--- src/rtl/lrn_pkg.sv ---
package lrn_pkg;
  typedef enum logic [2:0] {
    ST_RESET   = 3'd0,
    ST_TRAIN10 = 3'd1,
    ST_LINK10  = 3'd2,
    ST_RDCAP   = 3'd3,
    ST_DROP    = 3'd4,
    ST_TRAIN25 = 3'd5,
    ST_LINK25  = 3'd6,
    ST_FALLBK  = 3'd7
  } lrn_state_t;

  function automatic logic is_linked(lrn_state_t s);
    return (s == ST_LINK10) || (s == ST_RDCAP) || (s == ST_LINK25);
  endfunction
endpackage

--- src/rtl/lrn_rst_sync.sv ---
module lrn_rst_sync #(
  parameter int STAGES = 2
) (
  input  logic clk,
  input  logic rst_n,
  output logic rst_n_sync
);
  logic [STAGES-1:0] chain_q;

  always_ff @(posedge clk or negedge rst_n) begin
    if (!rst_n) chain_q <= '0;
    else        chain_q <= {chain_q[STAGES-2:0], 1'b1};
  end

  assign rst_n_sync = chain_q[STAGES-1];
endmodule

--- src/rtl/lrn_timer.sv ---
module lrn_timer #(
  parameter int CW = 8
) (
  input  logic          clk,
  input  logic          rst_n,
  input  logic          clr,
  input  logic          en,
  input  logic [CW-1:0] limit,
  output logic          done
);
  logic [CW-1:0] cnt_q;
  logic [CW-1:0] cnt_d;
  logic          cnt_en;

  assign cnt_en = clr | en;
  assign cnt_d  = clr ? '0 : cnt_q + 1'b1;

  always_ff @(posedge clk or negedge rst_n) begin
    if (!rst_n)      cnt_q <= '0;
    else if (cnt_en) cnt_q <= cnt_d;
  end

  assign done = (cnt_q == limit);

  // the counter never runs past the active limit: a window is never missed
  assert_timer_bound_R7: assert property (@(posedge clk) disable iff (!rst_n)
    en |-> (cnt_q <= limit));
endmodule

--- src/rtl/lrn_fsm.sv ---
module lrn_fsm
  import lrn_pkg::*;
#(
  parameter int CW = 8,
  parameter logic [CW-1:0] WAIT_LIM = 3,
  parameter logic [CW-1:0] TOUT_LIM = 9
) (
  input  logic          clk,
  input  logic          rst_n,
  input  logic          link_up_i,
  input  logic          cmd_ready_i,
  input  logic          cap_valid_i,
  input  logic          peer_cap_i,
  input  logic          local_cap_i,
  input  logic          tmr_done,
  output logic          tmr_clr,
  output logic          tmr_en,
  output logic [CW-1:0] tmr_limit,
  output lrn_state_t    state,
  output logic          up_pulse
);
  lrn_state_t state_q, state_d;
  logic       blocked_q, blk_set;
  logic       pulse_d;

  always_comb begin
    state_d = state_q;
    blk_set = 1'b0;
    case (state_q)
      ST_RESET:   if (tmr_done) state_d = ST_TRAIN10;
      ST_TRAIN10: if (link_up_i) state_d = ST_LINK10;
      ST_LINK10: begin
        if (!link_up_i)                     state_d = ST_TRAIN10;
        else if (cmd_ready_i && !blocked_q) state_d = ST_RDCAP;
      end
      ST_RDCAP: begin
        if (!link_up_i) state_d = ST_TRAIN10;
        else if (cap_valid_i) begin
          if (peer_cap_i && local_cap_i) state_d = ST_DROP;
          else begin
            state_d = ST_LINK10;
            blk_set = 1'b1;
          end
        end
      end
      ST_DROP:    if (tmr_done) state_d = ST_TRAIN25;
      ST_TRAIN25: begin
        if (link_up_i)     state_d = ST_LINK25;
        else if (tmr_done) state_d = ST_FALLBK;
      end
      ST_LINK25:  if (!link_up_i) state_d = ST_TRAIN25;
      ST_FALLBK: begin
        blk_set = 1'b1;
        if (tmr_done) state_d = ST_TRAIN10;
      end
      default:    state_d = ST_RESET;
    endcase
  end

  assign pulse_d   = is_linked(state_d) && !is_linked(state_q);
  assign tmr_clr   = (state_d != state_q);
  assign tmr_en    = (state_q == ST_RESET) || (state_q == ST_DROP) ||
                     (state_q == ST_FALLBK) || (state_q == ST_TRAIN25);
  assign tmr_limit = (state_q == ST_TRAIN25) ? TOUT_LIM : WAIT_LIM;

  always_ff @(posedge clk or negedge rst_n) begin
    if (!rst_n) begin
      state_q   <= ST_RESET;
      up_pulse  <= 1'b0;
    end else begin
      state_q   <= state_d;
      up_pulse  <= pulse_d;
    end
  end

  always_ff @(posedge clk or negedge rst_n) begin
    if (!rst_n)       blocked_q <= 1'b0;
    else if (blk_set) blocked_q <= 1'b1;
  end

  assign state = state_q;

  // link-up pulse never lasts longer than one cycle
  assert_pulse_single_R2: assert property (@(posedge clk) disable iff (!rst_n)
    up_pulse |=> !up_pulse);

  // a rate-change drop is entered only from a positive capability answer
  assert_drop_from_cap_R5: assert property (@(posedge clk) disable iff (!rst_n)
    (state_q == ST_DROP && $past(state_q) != ST_DROP) |->
      ($past(state_q) == ST_RDCAP && $past(peer_cap_i) && $past(local_cap_i)));

  // fallback is entered only out of 25G training
  assert_fallback_src_R7: assert property (@(posedge clk) disable iff (!rst_n)
    (state_q == ST_FALLBK && $past(state_q) != ST_FALLBK) |->
      ($past(state_q) == ST_TRAIN25));

  // once blocked, no capability read and no upgrade until reset
  assert_no_retry_R8: assert property (@(posedge clk) disable iff (!rst_n)
    blocked_q |=> (state_q != ST_RDCAP) && (state_q != ST_DROP));
endmodule

--- src/rtl/lrn_outdec.sv ---
module lrn_outdec
  import lrn_pkg::*;
(
  input  lrn_state_t state,
  output logic       rate_sel,
  output logic       link_drop,
  output logic       pll_rst,
  output logic       cap_req,
  output logic [1:0] rate_status
);
  always_comb begin
    rate_sel    = 1'b0;
    link_drop   = 1'b0;
    pll_rst     = 1'b0;
    cap_req     = 1'b0;
    rate_status = 2'b00;
    case (state)
      ST_RESET:   pll_rst = 1'b1;
      ST_LINK10:  rate_status = 2'b01;
      ST_RDCAP: begin
        cap_req     = 1'b1;
        rate_status = 2'b01;
      end
      ST_DROP: begin
        rate_sel  = 1'b1;
        link_drop = 1'b1;
        pll_rst   = 1'b1;
      end
      ST_TRAIN25: rate_sel = 1'b1;
      ST_LINK25: begin
        rate_sel    = 1'b1;
        rate_status = 2'b10;
      end
      ST_FALLBK: begin
        link_drop = 1'b1;
        pll_rst   = 1'b1;
      end
      default: ;
    endcase
  end
endmodule

--- src/rtl/link_rate_ctrl.sv ---
module link_rate_ctrl
  import lrn_pkg::*;
#(
  parameter int PLL_WAIT    = 16,
  parameter int UPG_TIMEOUT = 64
) (
  input  logic       clk,
  input  logic       rst_n,
  input  logic       link_up_i,
  input  logic       cmd_ready_i,
  input  logic       cap_valid_i,
  input  logic       peer_cap_i,
  input  logic       local_cap_i,
  output logic       rate_sel_o,
  output logic       link_drop_o,
  output logic       pll_rst_o,
  output logic       cap_req_o,
  output logic [1:0] rate_status_o,
  output logic       up_pulse_o
);
  localparam int MAXC = (PLL_WAIT > UPG_TIMEOUT) ? PLL_WAIT : UPG_TIMEOUT;
  localparam int CW   = $clog2(MAXC + 1);
  localparam logic [CW-1:0] WAIT_LIM = CW'(PLL_WAIT - 1);
  localparam logic [CW-1:0] TOUT_LIM = CW'(UPG_TIMEOUT - 1);

  logic          rst_s;
  logic          tmr_clr, tmr_en, tmr_done;
  logic [CW-1:0] tmr_limit;
  lrn_state_t    state;

  lrn_rst_sync #(.STAGES(2)) u_rst (
    .clk(clk), .rst_n(rst_n), .rst_n_sync(rst_s)
  );

  lrn_timer #(.CW(CW)) u_tmr (
    .clk(clk), .rst_n(rst_s), .clr(tmr_clr), .en(tmr_en),
    .limit(tmr_limit), .done(tmr_done)
  );

  lrn_fsm #(.CW(CW), .WAIT_LIM(WAIT_LIM), .TOUT_LIM(TOUT_LIM)) u_fsm (
    .clk(clk), .rst_n(rst_s),
    .link_up_i(link_up_i), .cmd_ready_i(cmd_ready_i),
    .cap_valid_i(cap_valid_i), .peer_cap_i(peer_cap_i),
    .local_cap_i(local_cap_i), .tmr_done(tmr_done),
    .tmr_clr(tmr_clr), .tmr_en(tmr_en), .tmr_limit(tmr_limit),
    .state(state), .up_pulse(up_pulse_o)
  );

  lrn_outdec u_dec (
    .state(state), .rate_sel(rate_sel_o), .link_drop(link_drop_o),
    .pll_rst(pll_rst_o), .cap_req(cap_req_o), .rate_status(rate_status_o)
  );
endmodule

--- config.mk ---
export PLATFORM = sky130hd
export DESIGN_NAME = link_rate_ctrl
export DESIGN_NICKNAME = d
export VERILOG_FILES = /design/src/rtl/lrn_pkg.sv /design/src/rtl/lrn_rst_sync.sv /design/src/rtl/lrn_timer.sv /design/src/rtl/lrn_fsm.sv /design/src/rtl/lrn_outdec.sv /design/src/rtl/link_rate_ctrl.sv
export SDC_FILE = /design/constraint.sdc
export NUM_CORES = 1
export LEC_CHECK = 0
export BUFFER_PORTS_ARGS = -buffer_cell sky130_fd_sc_hd__buf_2
export CORE_AREA = 5 5 51 53
export CTS_CLUSTER_DIAMETER = 150
export CTS_CLUSTER_SIZE = 20
export DETAILED_ROUTE_END_ITERATION = 7
export DIE_AREA = 0 0 56 58
export GPL_TIMING_DRIVEN = 0
export PLACE_DENSITY = 0.7
export SYNTH_ARGS = -nofsm -noshare
export SYNTH_HDL_FRONTEND = slang
export SYNTH_SLANG_ARGS = --single-unit
export TNS_END_PERCENT = 1
--- constraint.sdc ---
create_clock -name clk -period 3.2 [get_ports clk]
set_clock_uncertainty 0.2 [all_clocks]
set_input_delay 0.16 -clock clk [delete_from_list [all_inputs] [get_ports clk]]
set_output_delay 0.16 -clock clk [all_outputs]
set_load 0.02 [all_outputs]
==> impl_metrics.tcl <==
set metrics [dict create \
    run_status "finished, final reports clean" \
    final_critical_path_setup_slack_ns 1.33 \
    yosysWarnings 0 \
    wl_mm 1.92 \
    design.portCount 14 \
    drt_pass1_iterations 4 \
    p_per_area_nw_per_um2 831 \
    tritoncts_clock_tree "done" \
    gp_congestion 0.824 \
    clk_path_buf_depth 2 \
    drc_errors 0 \
    share_of_the_core_filled_with_cells_pct 51.4 \
    worst-slew-pin-transition_ns 0.566 \
    timing_max_transition_violations_final 0 \
    post_cts_resize_count 0 \
    drive_gt1_share_pct 28.1 \
    placed_cell_area_um2 1030 \
    r2r_cells 5 \
    max-vdd-ir-drop_v 0.000480 \
    crit_path_end_kind "flop" \
    final_nets 123 \
    startpoint_type "flop" \
    critPathKind "flop to flop" \
    overflow 0 \
    die-width_um 56 \
    rows 17 \
    global_route.usage.total_pct 13.3 \
    placed_cells_incl_taps 136 \
    netlist_area_um2 926 \
    holdWs_ns 0.0113 \
    grt_pass1_wl_mm 3.37 \
    syn_inst 95 \
    cts.root.buffer_cell "sky130_fd_sc_hd__clkbuf_4" \
    num_vias 768 \
    post-route-period-util_pct 58.5 \
    endpoint_required_time_on_the_critical_path_ns 3.14 \
    leakage_nw 0.480 \
    drtAntennaViolNets 0 \
    design.core.area_um2 2110 \
    period_minus_slack_ns 1.87 \
    worst_flop_to_flop_path_startpoint "u_tmr.cnt_q[0]$_DFFE_PN0P_" \
    synth.ff_latch_count 14 \
    post_drt_wl_per_cell_um 13.5 \
    dp_slack_ns 1.37 \
    grt_antenna_before_repair 0 \
    fp.dieArea_um2 3250 \
    most-common-layout-cells "15 x sky130_fd_sc_hd__buf_2, 14 x sky130_fd_sc_hd__dfrtp_1, 9 x sky130_fd_sc_hd__nor2_1, 6 x sky130_fd_sc_hd__nand2_1, 6 x sky130_fd_sc_hd__xnor2_1" \
    worst_setup_path_startpoint "u_tmr.cnt_q[0]$_DFFE_PN0P_" \
    post_synth_num_cell_types 45 \
    mostFrequentLayoutCell "sky130_fd_sc_hd__buf_2" \
    max-cap-violations 0 \
    max_fclk_ghz 0.534 \
    synthTopCellsByArea "sky130_fd_sc_hd__dfrtp_1 38%, sky130_fd_sc_hd__xnor2_1 5.7%, sky130_fd_sc_hd__nor4_2 4.1%, sky130_fd_sc_hd__nor2_1 3.6%, sky130_fd_sc_hd__buf_6 2.4%" \
    io_buffer_count 13 \
    seq_area_frac_synth_pct 37.8 \
    final_cell_count_no_fill 142 \
    htreeDepth 1 \
    cts_setup_buffers 0 \
    finalSetupTns_ns 0 \
    maximum_number_of_pins_on_one_net_before_global_route_repair 13 \
    hpwlAfterDp_mm 1.45 \
    synth_area_leader_cell "sky130_fd_sc_hd__dfrtp_1" \
    layout-area-overhead-vs-synth_pct 16.9 \
    unrepaired_setup_endpoints_after_global_routing "false" \
    number_of_global_route_vias_before_repair 745 \
    average_cell_area_after_synthesis_um2 9.75 \
    slew_headroom_pct 62.1 \
    critPathArrivalTime_ns 1.82 \
    crit_fanout 7 \
    first_iter_violations 28 \
    hold_class "flop to async pin" \
    synthDominantCellAreaShare_pct 37.8 \
    total_power_uw 899 \
    cts_inserted_buffers 3 \
    clkSinkCount 14 \
    clk_pin_slew_ns 0.09 \
    clk_latency_ns 0.28 \
    floorplan.die.height_um 58 \
    post_cts_hold_buffer_count 2 \
    cell_area_after_layout_um2 1080 \
    finalHoldViolCount 0 \
    antennaDiodeCount 0 \
    floorplan.initialDensity_pct 44.0 \
    mappedNetlistNets 103 \
    setup_violations 0 \
    post_drt_via_cell_ratio 5.41 \
]
critical path, cell delays in order (launching register included):
cell and delay, ns:
sky130_fd_sc_hd__dfrtp_1 0.39, sky130_fd_sc_hd__ha_1 0.20, sky130_fd_sc_hd__and4b_1 0.23, sky130_fd_sc_hd__a41oi_1 0.12, sky130_fd_sc_hd__nor2_1 0.46, sky130_fd_sc_hd__nor3_1 0.13
area by class of cell:
type / count / area [µm²]
Timing Repair Buffer: 15 / 85.1
Fill cell: 199 / 1020
Clock buffer: 4 / 36.3
Tap cell: 28 / 35.0
Buffer: 5 / 40.0
Inverter: 2 / 7.51
Sequential cell: 14 / 350
Multi-Input combinational cell: 74 / 528
cell usage after synthesis, drive strengths merged:
cell type  instances
o21bai             1
o22ai              1
and2               3
a21boi             1
mux2i              1
nor3               4
nor2b              3
nor3b              2
and3b              1
nor4b              2
or4                1
conb               1
ha                 1
nand2              6
nor4               6
dfrtp             14
nor2               9
o21a               1
inv                2
a41oi              1
nand3              3
nand3b             1
a211o              2
o21ai              2
xnor2              6
mux2               1
a31oi              3
a2111oi            1
a21oi              1
and4b              1
a211oi             1
and3               3
or2                3
nand2b             1
buf                5
power breakdown:
part / internal (mW) / switching [mW]
combinational: 0.216 / 0.282
clock: 0.0692 / 0.0613
sequential: 0.225 / 0.0453
total: 0.510 / 0.389
routing by layer:
layer | part of all wire [%] | vias up | track usage, %
li1 | - | 380 | -
met1 | 47 | 366 | 17.3
met2 | 47 | 18 | 20.4
met3 | 4.1 | 4 | 3.12
met4 | 1.8 | 0 | 7.12
met5 | 0 | - | 0
final timing paths:
kind                                          endpoint  slack, ns
max                         u_tmr.cnt_q[2]$_DFFE_PN0P_       1.33
min                           u_fsm.up_pulse$_DFF_PN0_       0.01
max reg2reg                 u_tmr.cnt_q[2]$_DFFE_PN0P_       1.33
min reg2reg                   u_fsm.up_pulse$_DFF_PN0_       0.01
max in group asynchronous   u_rst.chain_q[0]$_DFF_PN0_       2.17
min in group clk           u_fsm.blocked_q$_DFFE_PN0P_       0.05
sequential cells by signal, indices dropped and copies added, names as in the netlist:
register / flops
u_tmr.cnt_q: 7
u_fsm.up_pulse: 1
u_fsm.state: 3
u_rst.chain_q: 2
u_fsm.blocked_q: 1
kinds of logic after synthesis:
logic type	Yosys count	share of synthesized area, %
adders and majority gates	1	1.35
AOI/OAI and AO/OA	15	12.3
DFF	14	37.8
other	1	0.405
muxes	2	2.70
buffers and inverters	7	5.14
xor gates and xnor gates	6	5.68
and+or+nand+nor	49	34.6
Note: power is estimated with default switching activity, not from simulation.
